**src/rtl/icu_pkg.sv**
```systemverilog
package icu_pkg;
  typedef enum logic [1:0] {
    WIN_NONE = 2'd0,
    WIN_NMI  = 2'd1,
    WIN_HI   = 2'd2,
    WIN_LO   = 2'd3
  } win_kind_e;
endpackage

```
**src/rtl/icu_req_gate.sv**
```systemverilog
module icu_req_gate #(
  parameter int N_SRC = 8
) (
  input  logic [N_SRC-1:0] src_cond,
  input  logic [N_SRC-1:0] src_en,
  input  logic [N_SRC-1:0] src_lvl,
  input  logic             mask_i,
  input  logic             mask_ui,
  output logic [N_SRC-1:0] elig_hi,
  output logic [N_SRC-1:0] elig_lo
);
  logic hi_open;
  logic lo_open;

  // level 1 passes unless both bits are set, level 0 only while I is clear
  assign hi_open = ~(mask_i & mask_ui);
  assign lo_open = ~mask_i;

  for (genvar k = 0; k < N_SRC; k++) begin : g_src
    logic raised;
    assign raised     = src_cond[k] & src_en[k];
    assign elig_hi[k] = raised &  src_lvl[k] & hi_open;
    assign elig_lo[k] = raised & ~src_lvl[k] & lo_open;
  end
endmodule

```
**src/rtl/icu_ffs.sv**
```systemverilog
module icu_ffs #(
  parameter int N_SRC = 8,
  localparam int IDX_W = (N_SRC > 1) ? $clog2(N_SRC) : 1
) (
  input  logic [N_SRC-1:0] vec_in,
  output logic             found,
  output logic [IDX_W-1:0] idx
);
  // lowest index wins: scan from the top so the last hit is the lowest
  always_comb begin
    found = 1'b0;
    idx   = '0;
    for (int k = N_SRC - 1; k >= 0; k--) begin
      if (vec_in[k]) begin
        found = 1'b1;
        idx   = IDX_W'(k);
      end
    end
  end
endmodule

```
**src/rtl/icu_mask_ctl.sv**
```systemverilog
module icu_mask_ctl (
  input  logic clk,
  input  logic rst_n,
  input  logic take,
  input  logic take_hi,
  input  logic ld,
  input  logic ld_i,
  input  logic ld_ui,
  output logic mask_i,
  output logic mask_ui
);
  logic i_q, ui_q;
  logic i_d, ui_d;
  logic upd;

  always_comb begin
    i_d  = i_q;
    ui_d = ui_q;
    if (take) begin
      i_d  = 1'b1;
      ui_d = ui_q | (take_hi & i_q);
    end else if (ld) begin
      i_d  = ld_i;
      ui_d = ld_ui;
    end
  end

  assign upd = take | ld;

  always_ff @(posedge clk or negedge rst_n) begin
    if (!rst_n) begin
      i_q  <= 1'b1;
      ui_q <= 1'b1;
    end else if (upd) begin
      i_q  <= i_d;
      ui_q <= ui_d;
    end
  end

  assign mask_i  = i_q;
  assign mask_ui = ui_q;
endmodule

```
**src/rtl/icu_two_level.sv**
```systemverilog
module icu_two_level #(
  parameter int N_SRC    = 8,
  parameter int VEC_W    = 8,
  parameter int NMI_VEC  = 7,
  parameter int VEC_BASE = 16
) (
  input  logic             clk,
  input  logic             rst_n,
  input  logic [N_SRC-1:0] src_cond,
  input  logic [N_SRC-1:0] src_en,
  input  logic [N_SRC-1:0] src_lvl,
  input  logic             nmi_req,
  input  logic             insn_done,
  input  logic             mask_ld,
  input  logic             mask_ld_i,
  input  logic             mask_ld_ui,
  output logic             mask_i,
  output logic             mask_ui,
  output logic             irq_take,
  output logic [VEC_W-1:0] irq_vec
);
  import icu_pkg::*;

  localparam int IDX_W = (N_SRC > 1) ? $clog2(N_SRC) : 1;
  localparam logic [VEC_W-1:0] NMI_V  = VEC_W'(NMI_VEC);
  localparam logic [VEC_W-1:0] BASE_V = VEC_W'(VEC_BASE);

  logic [N_SRC-1:0] elig_hi, elig_lo;
  logic             hi_found, lo_found;
  logic [IDX_W-1:0] hi_idx, lo_idx;
  win_kind_e        win;
  logic [IDX_W-1:0] win_idx;
  logic [VEC_W-1:0] vec_d;
  logic             take_d;
  logic             take_q;
  logic [VEC_W-1:0] vec_q;

  icu_req_gate #(.N_SRC(N_SRC)) u_gate (
    .src_cond (src_cond),
    .src_en   (src_en),
    .src_lvl  (src_lvl),
    .mask_i   (mask_i),
    .mask_ui  (mask_ui),
    .elig_hi  (elig_hi),
    .elig_lo  (elig_lo)
  );

  icu_ffs #(.N_SRC(N_SRC)) u_pick_hi (
    .vec_in (elig_hi),
    .found  (hi_found),
    .idx    (hi_idx)
  );

  icu_ffs #(.N_SRC(N_SRC)) u_pick_lo (
    .vec_in (elig_lo),
    .found  (lo_found),
    .idx    (lo_idx)
  );

  // fixed ranking: NMI, then level 1, then level 0
  always_comb begin
    win     = WIN_NONE;
    win_idx = '0;
    if (nmi_req) begin
      win = WIN_NMI;
    end else if (hi_found) begin
      win     = WIN_HI;
      win_idx = hi_idx;
    end else if (lo_found) begin
      win     = WIN_LO;
      win_idx = lo_idx;
    end
  end

  always_comb begin
    take_d = insn_done & (win != WIN_NONE);
    if (win == WIN_NMI) vec_d = NMI_V;
    else                vec_d = BASE_V + VEC_W'(win_idx);
  end

  always_ff @(posedge clk or negedge rst_n) begin
    if (!rst_n) begin
      take_q <= 1'b0;
      vec_q  <= '0;
    end else begin
      take_q <= take_d;
      if (take_d) vec_q <= vec_d;
    end
  end

  icu_mask_ctl u_mask (
    .clk     (clk),
    .rst_n   (rst_n),
    .take    (take_d),
    .take_hi (win == WIN_HI),
    .ld      (mask_ld),
    .ld_i    (mask_ld_i),
    .ld_ui   (mask_ld_ui),
    .mask_i  (mask_i),
    .mask_ui (mask_ui)
  );

  assign irq_take = take_q;
  assign irq_vec  = vec_q;
endmodule

```
**config.mk**
```make
export PLATFORM = sky130hd
export DESIGN_NAME = icu_two_level
export DESIGN_NICKNAME = d
export VERILOG_FILES = /design/src/rtl/icu_pkg.sv /design/src/rtl/icu_req_gate.sv /design/src/rtl/icu_ffs.sv /design/src/rtl/icu_mask_ctl.sv /design/src/rtl/icu_two_level.sv
export SDC_FILE = /design/constraint.sdc
export NUM_CORES = 1
export LEC_CHECK = 0
export BUFFER_PORTS_ARGS = -buffer_cell sky130_fd_sc_hd__buf_2
export CAP_MARGIN = 20
export CELL_PAD_IN_SITES_DETAIL_PLACEMENT = 0
export CELL_PAD_IN_SITES_GLOBAL_PLACEMENT = 1
export CORE_MARGIN = 4
export CORE_UTILIZATION = 33
export CTS_BUF_LIST = sky130_fd_sc_hd__clkbuf_8 sky130_fd_sc_hd__clkbuf_16
export DETAILED_ROUTE_END_ITERATION = 10
export PLACE_DENSITY_LB_ADDON = 0.1
export SYNTH_ARGS = -nofsm -noshare
export SYNTH_HDL_FRONTEND = slang
export SYNTH_SLANG_ARGS = --single-unit
```
**constraint.sdc**
```tcl
create_clock -name clk -period 5.8 [get_ports clk]
set_input_delay 0.29 -clock clk [delete_from_list [all_inputs] [get_ports clk]]
set_output_delay 0.29 -clock clk [all_outputs]
set_load 0.01 [all_outputs]
```
==> results of run 1 <==
state kept, by name (all words and copies together), names as in the netlist:
name,count
irq_vec,4
irq_take,1
u_mask.mask_i,1
u_mask.mask_ui,1
logic make-up after synthesis:
family,after synthesis,synth area share
muxes,3,0.0465
DFF,7,0.228
AOI/OAI and AO/OA,22,0.250
buffers and inverters,10,0.0865
other,1,0.00480
and+or+nand+nor,41,0.385
area by class of cell:
cell class / instances / area (um^2)
Fill cell: 238 / 1220
Multi-Input combinational cell: 70 / 547
Timing Repair Buffer: 38 / 195
Sequential cell: 7 / 178
Clock buffer: 3 / 41.3
Tap cell: 28 / 35.0
Inverter: 4 / 15.0
Clock inverter: 1 / 3.75
layout by cell type, fill, tap and decap left out, types with 2 or more instances in the layout:
cell / n
o21ai_0: 2
o211ai_1: 3
nand3_2: 3
nor2_1: 6
nor4_1: 2
and4bb_1: 2
a32oi_1: 2
clkbuf_8: 3
nand2_1: 4
nor2b_1: 2
nand3_1: 6
a31oi_1: 2
buf_2: 37
nor4bb_1: 3
or4bb_1: 2
inv_1: 5
o22ai_1: 2
dfstp_2: 2
a21oi_1: 2
and3_1: 3
conb_1: 4
dfrtp_1: 5
nand2b_1: 2
worst paths after layout:
path | end | slack (ns)
min in group asynchronous | irq_vec[2]$_DFFE_PN0P_ | 0.43
hold / removal | u_mask.mask_i$_DFFE_PN1P_ | 0.29
setup reg to reg | irq_vec[1]$_DFFE_PN0P_ | 3.44
setup / recovery | irq_vec[1]$_DFFE_PN0P_ | 3.44
max in group asynchronous | u_mask.mask_ui$_DFFE_PN1P_ | 5.13
hold reg to reg | irq_vec[4]$_DFFE_PN0P_ | 0.47
power by group through the flow:
| stage | Clock, mW | Sequential (mW) | Combinational (mW) |
|---|---|---|---|
| 2_1_floorplan | 0 | 0.0722 | 0.0613 |
| 3_3_place_gp | 0 | 0.0707 | 0.0895 |
| 3_5_place_dp | 0 | 0.0706 | 0.0901 |
| 4_1_cts | 0.0684 | 0.0703 | 0.0910 |
| 5_1_grt | 0.0717 | 0.0719 | 0.0997 |
| 6_report | 0.0663 | 0.0702 | 0.0903 |
Yosys cell counts (2+ instances only):
cell,instances
nand3_1,6
nor2_1,6
buf_4,5
dfrtp_1,5
inv_1,4
nand2_1,4
and3_1,3
nand3_2,3
nor4bb_1,3
o211ai_1,3
a21oi_1,2
a31oi_1,2
a32oi_1,2
and4bb_1,2
dfstp_2,2
nand2b_1,2
nor2b_1,2
nor4_1,2
o21ai_0,2
o22ai_1,2
or4bb_1,2
per-stage QoR:
stage / std cells / hold slack [ns] / area (um^2) / setup slack (ns) / utilization
global placement: 146 / 0.130 / 960 / 3.48 / 0.430
floorplan: 87 / -0.00559 / 792 / 3.62 / -
detailed placement: 146 / 0.134 / 960 / 3.44 / 0.430
CTS: 151 / 0.291 / 1010 / 3.43 / 0.454
finish: 151 / 0.294 / 1010 / 3.44 / 0.454
global route: 151 / 0.309 / 1010 / 3.37 / 0.454
layer usage:
layer / wire [um] / GRT usage
met1: 1040 / 0.188
met2: 916 / 0.223
met3: 194 / 0.0506
met4: 0 / 0.0102
met5: 0 / 0
worst max-delay path, delay by kind of cell, from the launching register on:
family | cells | cell delay (ns)
AND/OR/NAND/NOR | 2 | 0.83
flip-flops | 1 | 0.67
AO/OA/AOI/OAI | 2 | 0.42
multiplexers | 1 | 0.33
==> results.py, run 1 <==
metrics = {
    "status": {
        "status": "completed",
    },
    "worst_setup_path": {
        "crit_path_cell_trace": "and2_4 -> a41oi_4 -> or4_4 -> o31ai_4 -> mux2_4",
        "crit_type": "register to register",
        "slowest_stage": "dfstp_2",
        "cp.required_ns": 5.91,
        "critPathLaunch": "u_mask.mask_i$_DFFE_PN1P_",
        "crit_arrival_ns": 2.47,
        "max_stage_delay_ns": 0.67,
        "worstSetupStartpointType": "register",
        "ff2ff_path_depth": 5,
        "r2r_start": "u_mask.mask_i$_DFFE_PN1P_",
        "cp_max_fo": 14,
        "cp-end-kind": "register",
    },
    "logic_synthesis": {
        "synth_cells": 84,
        "netlist.area_leader.share": 0.160,
        "syn_area_um2": 781,
        "ys_async_sr_fraction": 1.00,
        "ys_top_cells_by_area": "dfrtp_1 (16%), dfstp_2 (6.7%), buf_4 (4.8%)",
        "synth.distinct_cells": 41,
        "synth_edf_count": 0,
        "avgSynthCellArea_um2": 9.29,
        "ys_ff_latch": 7,
        "seq_area_frac_synth": 0.228,
        "synth_ff_type": "dfrtp_1",
        "synth_warnings": 0,
        "yosys.area.top_type": "dfrtp_1",
    },
    "cells_and_area": {
        "final_layout_size_suffix_gt1_frac": 0.439,
        "nets": 155,
        "n_antenna_cell": 0,
        "syn_to_final_growth_pct": 30.0,
    },
    "worst_hold_path": {
        "hp-class": "input port to register",
        "hp-start": "mask_ld_i",
        "hold_depth": 3,
    },
    "clock_tree": {
        "htree_levels": 1,
        "postCtsHoldBufs": 1,
        "post_cts_buffers": 0,
        "cts_resized": 0,
        "cts_tree": "built",
        "clk_latency_ns": 0.23,
        "numCtsBuffers": 3,
        "cts_root_buffer": "clkbuf_8",
        "clk_pin_slew_ns": 0.04,
        "numClockSinks": 7,
        "clockBufferDepth": 2,
    },
    "routing": {
        "avgViaCountPerCell": 5.32,
        "wl_per_cell_um": 14.2,
        "drtIter0Drc": 24,
        "drcViolationCount": 0,
        "final_antenna_net_count": 0,
        "drt_wl_total_um": 2150,
        "num_vias": 803,
        "firstDrtPassIters": 4,
    },
    "placement": {
        "dpl.hpwl_um": 1800,
        "gp_congestion": 0.750,
        "port-buffer-count": 37,
    },
    "global_routing": {
        "grt_pass1_wl_um": 3640,
        "grt_pass1_vias": 834,
        "grt_max_degree": 15,
        "grt-ovfl-total": 0,
        "antenna_found_initial": 0,
        "track_usage": 0.140,
    },
    "power_and_ir_drop": {
        "power.density_nw_per_um2": 224,
        "p_sw_uw": 76.0,
        "p_leak_nw": 0.479,
        "p_clk_frac": 0.292,
        "power_frac_seq": 0.310,
        "p_total_uw": 227,
        "comb_power_share": 0.398,
        "swShare": 0.335,
        "internal_power_uw": 151,
        "ir_drop_mv": 0.176,
    },
    "timing": {
        "slew_violations": 0,
        "min_period_over_period": 0.407,
        "worst_pin_slew_ns": 0.722,
        "rsz0062_at_grt": "no",
        "period_needed_ns": 2.36,
        "worst_clock_skew_ns": 0.00238,
        "finalSetupViolations": 0,
        "tns_ns": 0,
        "slew_headroom": 0.512,
        "hold_viol": 0,
        "clock.fmax_mhz": 423,
    },
    "floorplanning": {
        "core_um2": 2230,
        "rows": 17,
        "num_io_pins": 42,
        "die_area_um2": 3210,
        "start_util": 0.350,
        "die_y_um": 56.6,
        "die_width_um": 56.6,
    },
    "job": {
        "maxCapViolCount": 0,
    },
}
(Power assumes the default switching activity.)
==> inputs of run 2 (changes only) <==
--- a/config.mk
+++ b/config.mk
@@ -10,7 +10,7 @@
 export CELL_PAD_IN_SITES_DETAIL_PLACEMENT = 0
 export CELL_PAD_IN_SITES_GLOBAL_PLACEMENT = 1
 export CORE_MARGIN = 4
-export CORE_UTILIZATION = 33
+export CORE_UTILIZATION = 28
 export CTS_BUF_LIST = sky130_fd_sc_hd__clkbuf_8 sky130_fd_sc_hd__clkbuf_16
 export DETAILED_ROUTE_END_ITERATION = 10
 export PLACE_DENSITY_LB_ADDON = 0.1
==> constraint.sdc (replaced) <==
create_clock -name clk -period 1.9 [get_ports clk]
set_input_delay 0.095 -clock clk [delete_from_list [all_inputs] [get_ports clk]]
set_output_delay 0.095 -clock clk [all_outputs]
set_load 0.01 [all_outputs]
==> results.py, run 2 (synthesized netlist as in run 1, its figures left out) <==
metrics = {
    "routing": {
        "wl_per_cell_um": 14.0,
        "num_vias": 888,
        "final_antenna_net_count": 0,
        "drtIter0Drc": 15,
        "drcViolationCount": 0,
        "drt_wl_total_um": 2410,
        "avgViaCountPerCell": 5.16,
        "firstDrtPassIters": 4,
    },
    "global_routing": {
        "grt_pass1_wl_um": 3730,
        "grt.busiest_layer": "met2",
        "track_usage": 0.134,
        "grt-ovfl-total": 0,
        "grt_pass1_vias": 885,
        "use_met3": 0.0426,
        "antenna_found_initial": 0,
        "grt_max_degree": 8,
        "gr-usage-met1": 0.176,
        "met2_usage": 0.224,
    },
    "floorplanning": {
        "num_io_pins": 42,
        "rows": 18,
        "start_util": 0.304,
        "die_area_um2": 3700,
        "die_y_um": 60.8,
        "core_um2": 2570,
        "die_width_um": 60.8,
    },
    "power_and_ir_drop": {
        "p_clk_frac": 0.272,
        "p_sw_uw": 249,
        "p_leak_nw": 0.584,
        "p_total_uw": 758,
        "internal_power_uw": 509,
        "power.density_nw_per_um2": 637,
        "power_frac_seq": 0.268,
        "comb_power_share": 0.460,
        "swShare": 0.329,
        "ir_drop_mv": 0.593,
    },
    "cells_and_area": {
        "n_antenna_cell": 0,
        "largest_reg_flops": 4,
        "final_layout_size_suffix_gt1_frac": 0.542,
        "fin_util": 0.463,
        "syn_to_final_growth_pct": 52.4,
        "final_cell_mix": "buf_2 (37), buf_4 (18), nor2_1 (6)",
        "final-instance-count-excl-fill": 172,
        "nets": 174,
        "fillCellCount": 273,
        "layout_commonest_cell": "buf_2",
    },
    "status": {
        "violations": "setup timing",
        "status": "complete, but fails checks",
    },
    "job": {
        "maxCapViolCount": 0,
    },
    "worst_hold_path": {
        "hold_end": "u_mask.mask_ui$_DFFE_PN1P_",
        "hp-start": "mask_ld_ui",
        "hold_depth": 2,
        "hp-class": "input port to register",
    },
    "timing": {
        "clock.fmax_mhz": 473,
        "slew_violations": 0,
        "tns_ns": -0.965,
        "rsz0062_at_grt": "yes",
        "worst_clock_skew_ns": 0.000702,
        "timing.final.ws_setup_ns": -0.213,
        "min_period_over_period": 1.11,
        "finalSetupViolations": 7,
        "hold_viol": 0,
        "period_needed_ns": 2.11,
    },
    "placement": {
        "port-buffer-count": 37,
        "dpl.cell_count": 164,
        "gp_congestion": 0.767,
        "dpl.hpwl_um": 2100,
        "post-place-ws_ns": -0.250,
    },
    "worst_setup_path": {
        "cp-end-kind": "register",
        "ff2ff_path_depth": 5,
        "timing.rr.end": "irq_vec[1]$_DFFE_PN0P_",
        "rrSetupSlack_ns": -0.21,
        "cp.required_ns": 2.01,
        "crit_type": "register to register",
        "r2r_start": "u_mask.mask_i$_DFFE_PN1P_",
        "cp_max_fo": 7,
        "worstSetupStartpointType": "register",
        "crit_arrival_ns": 2.22,
    },
    "clock_tree": {
        "numCtsBuffers": 3,
        "cts_tree": "built",
        "htree_levels": 1,
        "clk_pin_slew_ns": 0.04,
        "clockBufferDepth": 2,
        "clk_latency_ns": 0.23,
        "cts_root_buffer": "clkbuf_8",
        "numClockSinks": 7,
    },
}
==> run 2: layer usage <==
layer | share of wire | up-vias
met3 | 0.085 | 2
met1 | 0.45 | 403
met4 | 0.0021 | 0
li1 | - | 440
met2 | 0.46 | 43
met5 | 0 | -
==> run 2: layout make-up <==
type | count | area (um^2) | area share
Clock buffer | 3 | 41.3 | 0.0347
Clock inverter | 1 | 3.75 | 0.00315
Inverter | 4 | 15.0 | 0.0126
Multi-Input combinational cell | 70 | 564 | 0.474
Sequential cell | 7 | 178 | 0.149
Tap cell | 30 | 37.5 | 0.0315
Timing Repair Buffer | 57 | 350 | 0.294
==> run 2: critical path: stages (launching register included) <==
cell     delay (ns)
dfstp_2        0.60
and2_4         0.21
a21oi_2        0.05
or4_4          0.55
o31ai_4        0.26
mux2_4         0.32
==> run 2: worst max path at each step <==
stage / end / slack (ns) / startpoint / depth (start not counted)
after global placement: irq_vec[1]$_DFFE_PN0P_ / -0.21 / u_mask.mask_i$_DFFE_PN1P_ / 5
after CTS: irq_vec[1]$_DFFE_PN0P_ / -0.23 / u_mask.mask_i$_DFFE_PN1P_ / 5
after floorplan: irq_vec[1]$_DFFE_PN0P_ / -0.28 / u_mask.mask_ui$_DFFE_PN1P_ / 6
final: irq_vec[1]$_DFFE_PN0P_ / -0.21 / u_mask.mask_i$_DFFE_PN1P_ / 5
after global routing: irq_vec[1]$_DFFE_PN0P_ / -0.25 / u_mask.mask_i$_DFFE_PN1P_ / 5
after detailed placement: irq_vec[1]$_DFFE_PN0P_ / -0.25 / u_mask.mask_i$_DFFE_PN1P_ / 5
==> run 2: what timing repair did <==
item                                    4_1_cts  5_1_grt
pin swaps                                     6        7
setup buffers                                 2        1
hold buffers                                  1        0
endpoints found under the hold margin         7        0
resized for setup                             4        0
endpoints found under the setup margin        7        7
==> run 2: metrics by stage <==
step	instance area, um^2	hold WS (ns)
floorplan	792	-0.201
global placement	1090	-0.0621
detailed placement	1090	-0.0561
CTS	1180	0.113
global route	1190	0.107
finish	1190	0.110
==> run 2: power by group through the flow <==
| stage | registers (mW) | clock network, mW | logic (mW) |
|---|---|---|---|
| finish | 0.203 | 0.206 | 0.348 |
| global route | 0.208 | 0.226 | 0.380 |
| CTS | 0.204 | 0.211 | 0.348 |
| detailed placement | 0.206 | 0 | 0.335 |
| global placement | 0.205 | 0 | 0.333 |
| floorplan | 0.220 | 0 | 0.187 |
==> inputs of run 3 (changes only) <==
--- a/config.mk
+++ b/config.mk
@@ -7,13 +7,11 @@
 export LEC_CHECK = 0
 export BUFFER_PORTS_ARGS = -buffer_cell sky130_fd_sc_hd__buf_2
 export CAP_MARGIN = 20
-export CELL_PAD_IN_SITES_DETAIL_PLACEMENT = 0
-export CELL_PAD_IN_SITES_GLOBAL_PLACEMENT = 1
 export CORE_MARGIN = 4
-export CORE_UTILIZATION = 28
+export CORE_UTILIZATION = 40
 export CTS_BUF_LIST = sky130_fd_sc_hd__clkbuf_8 sky130_fd_sc_hd__clkbuf_16
 export DETAILED_ROUTE_END_ITERATION = 10
-export PLACE_DENSITY_LB_ADDON = 0.1
+export PLACE_DENSITY = 0.8
 export SYNTH_ARGS = -nofsm -noshare
 export SYNTH_HDL_FRONTEND = slang
 export SYNTH_SLANG_ARGS = --single-unit
==> results.py, run 3 (synthesized netlist as in run 1, its figures left out) <==
metrics = {
    "timing": {
        "clock.fmax_mhz": 489,
        "slew_violations": 0,
        "min_period_over_period": 1.08,
        "rsz0062_at_grt": "yes",
        "hold_viol": 0,
        "period_needed_ns": 2.05,
        "timing.final.ws_setup_ns": -0.145,
        "worst_clock_skew_ns": 0.000151,
        "holdWs_ns": 0.0995,
        "tns_ns": -0.441,
        "finalSetupViolations": 7,
    },
    "floorplanning": {
        "rows": 15,
        "die_area_um2": 2720,
        "die_y_um": 52.2,
        "core_um2": 1780,
        "die_width_um": 52.2,
        "start_util": 0.438,
        "num_io_pins": 42,
    },
    "worst_hold_path": {
        "hold_depth": 3,
        "hp-class": "input port to register",
        "hold_end": "u_mask.mask_i$_DFFE_PN1P_",
        "hp-start": "mask_ld_i",
    },
    "worst_setup_path": {
        "critPathLaunch": "u_mask.mask_i$_DFFE_PN1P_",
        "r2r_start": "u_mask.mask_i$_DFFE_PN1P_",
        "ff2ff_path_depth": 6,
        "cp.required_ns": 2.01,
        "cp_max_fo": 8,
        "worstSetupStartpointType": "register",
        "crit_arrival_ns": 2.15,
        "cp-end-kind": "register",
        "crit_type": "register to register",
        "rrSetupSlack_ns": -0.15,
        "timing.rr.end": "irq_vec[1]$_DFFE_PN0P_",
    },
    "placement": {
        "dpl.cell_count": 159,
        "gp_congestion": 0.882,
        "dpl.hpwl_um": 1930,
        "port-buffer-count": 37,
        "post-place-ws_ns": -0.217,
        "postPlaceCellArea_um2": 1090,
    },
    "clock_tree": {
        "cts_root_buffer": "clkbuf_8",
        "numCtsBuffers": 3,
        "clk_latency_ns": 0.23,
        "htree_levels": 1,
        "cts_tree": "built",
        "clockBufferDepth": 2,
        "clk_pin_slew_ns": 0.04,
        "numClockSinks": 7,
    },
    "status": {
        "status": "complete, but fails checks",
        "violations": "setup timing",
    },
    "power_and_ir_drop": {
        "p_leak_nw": 0.581,
        "power.density_nw_per_um2": 651,
        "p_total_uw": 764,
        "ir_drop_mv": 0.650,
    },
    "cells_and_area": {
        "n_antenna_cell": 0,
        "final_cell_mix": "buf_2 (37), buf_4 (15), nor2_1 (6)",
        "final_layout_size_suffix_gt1_frac": 0.540,
        "fin_util": 0.658,
        "final_cell_area_um2": 1170,
        "largest_reg_flops": 4,
        "syn_to_final_growth_pct": 50.3,
        "nets": 171,
        "final-instance-count-excl-fill": 164,
        "layout_commonest_cell": "buf_2",
    },
    "routing": {
        "wl_per_cell_um": 14.1,
        "num_vias": 890,
        "drt_wl_total_um": 2320,
        "avgViaCountPerCell": 5.43,
        "drtIter0Drc": 18,
        "firstDrtPassIters": 4,
        "drcViolationCount": 0,
        "final_antenna_net_count": 0,
    },
    "global_routing": {
        "grt_max_degree": 9,
        "grt-ovfl-total": 0,
        "grt_pass1_vias": 908,
        "track_usage": 0.187,
        "antenna_found_initial": 0,
        "grt_pass1_wl_um": 3760,
    },
    "job": {
        "maxCapViolCount": 0,
    },
}
run 3: critical path, cell delays in order, from the launching register on:
cell and delay (ns):
dfstp_2 0.39, buf_12 0.14, or4bb_1 0.54, o211ai_1 0.13, a21oi_1 0.10, a311o_1 0.36
mux2_4 0.26
run 3: worst max-delay path by stage:
| stage | end | slack [ns] | cells after the start |
|---|---|---|---|
| finish | irq_vec[1]$_DFFE_PN0P_ | -0.15 | 6 |
| global route | irq_vec[1]$_DFFE_PN0P_ | -0.24 | 5 |
| CTS | irq_vec[1]$_DFFE_PN0P_ | -0.14 | 5 |
| detailed placement | u_mask.mask_ui$_DFFE_PN1P_ | -0.22 | 6 |
| global placement | irq_vec[1]$_DFFE_PN0P_ | -0.17 | 5 |
| floorplan | irq_vec[1]$_DFFE_PN0P_ | -0.28 | 6 |
run 3: power breakdown:
group | switching, mW | total, mW | internal (mW)
Clock | 0.0624 | 0.202 | 0.139
Sequential | 0.0171 | 0.202 | 0.185
Combinational | 0.169 | 0.360 | 0.191
run 3: cell type report:
cell class / count / area [um^2]
Clock buffer: 3 / 41.3
Timing Repair Buffer: 54 / 328
Inverter: 4 / 15.0
Multi-Input combinational cell: 70 / 577
Clock inverter: 1 / 3.75
Tap cell: 25 / 31.3
Sequential cell: 7 / 178
Fill cell: 139 / 609
run 3: layer usage:
layer	GRT usage	vias up	part of all wire	wire length [um]
li1	-	436	-	-
met1	0.218	409	0.41	960
met2	0.320	41	0.49	1140
met3	0.0513	4	0.070	163
met4	0.0766	0	0.020	46
met5	0	-	0	0
run 3: timing repair:
| action | CTS | global route |
|---|---|---|
| endpoints found under the hold margin | 7 | 0 |
| gates resized for setup | 6 | 0 |
| buffers inserted | 1 | 0 |
| endpoints found under the setup margin | 7 | 7 |
| pin swaps | 9 | 0 |
| hold buffers | 1 | 0 |
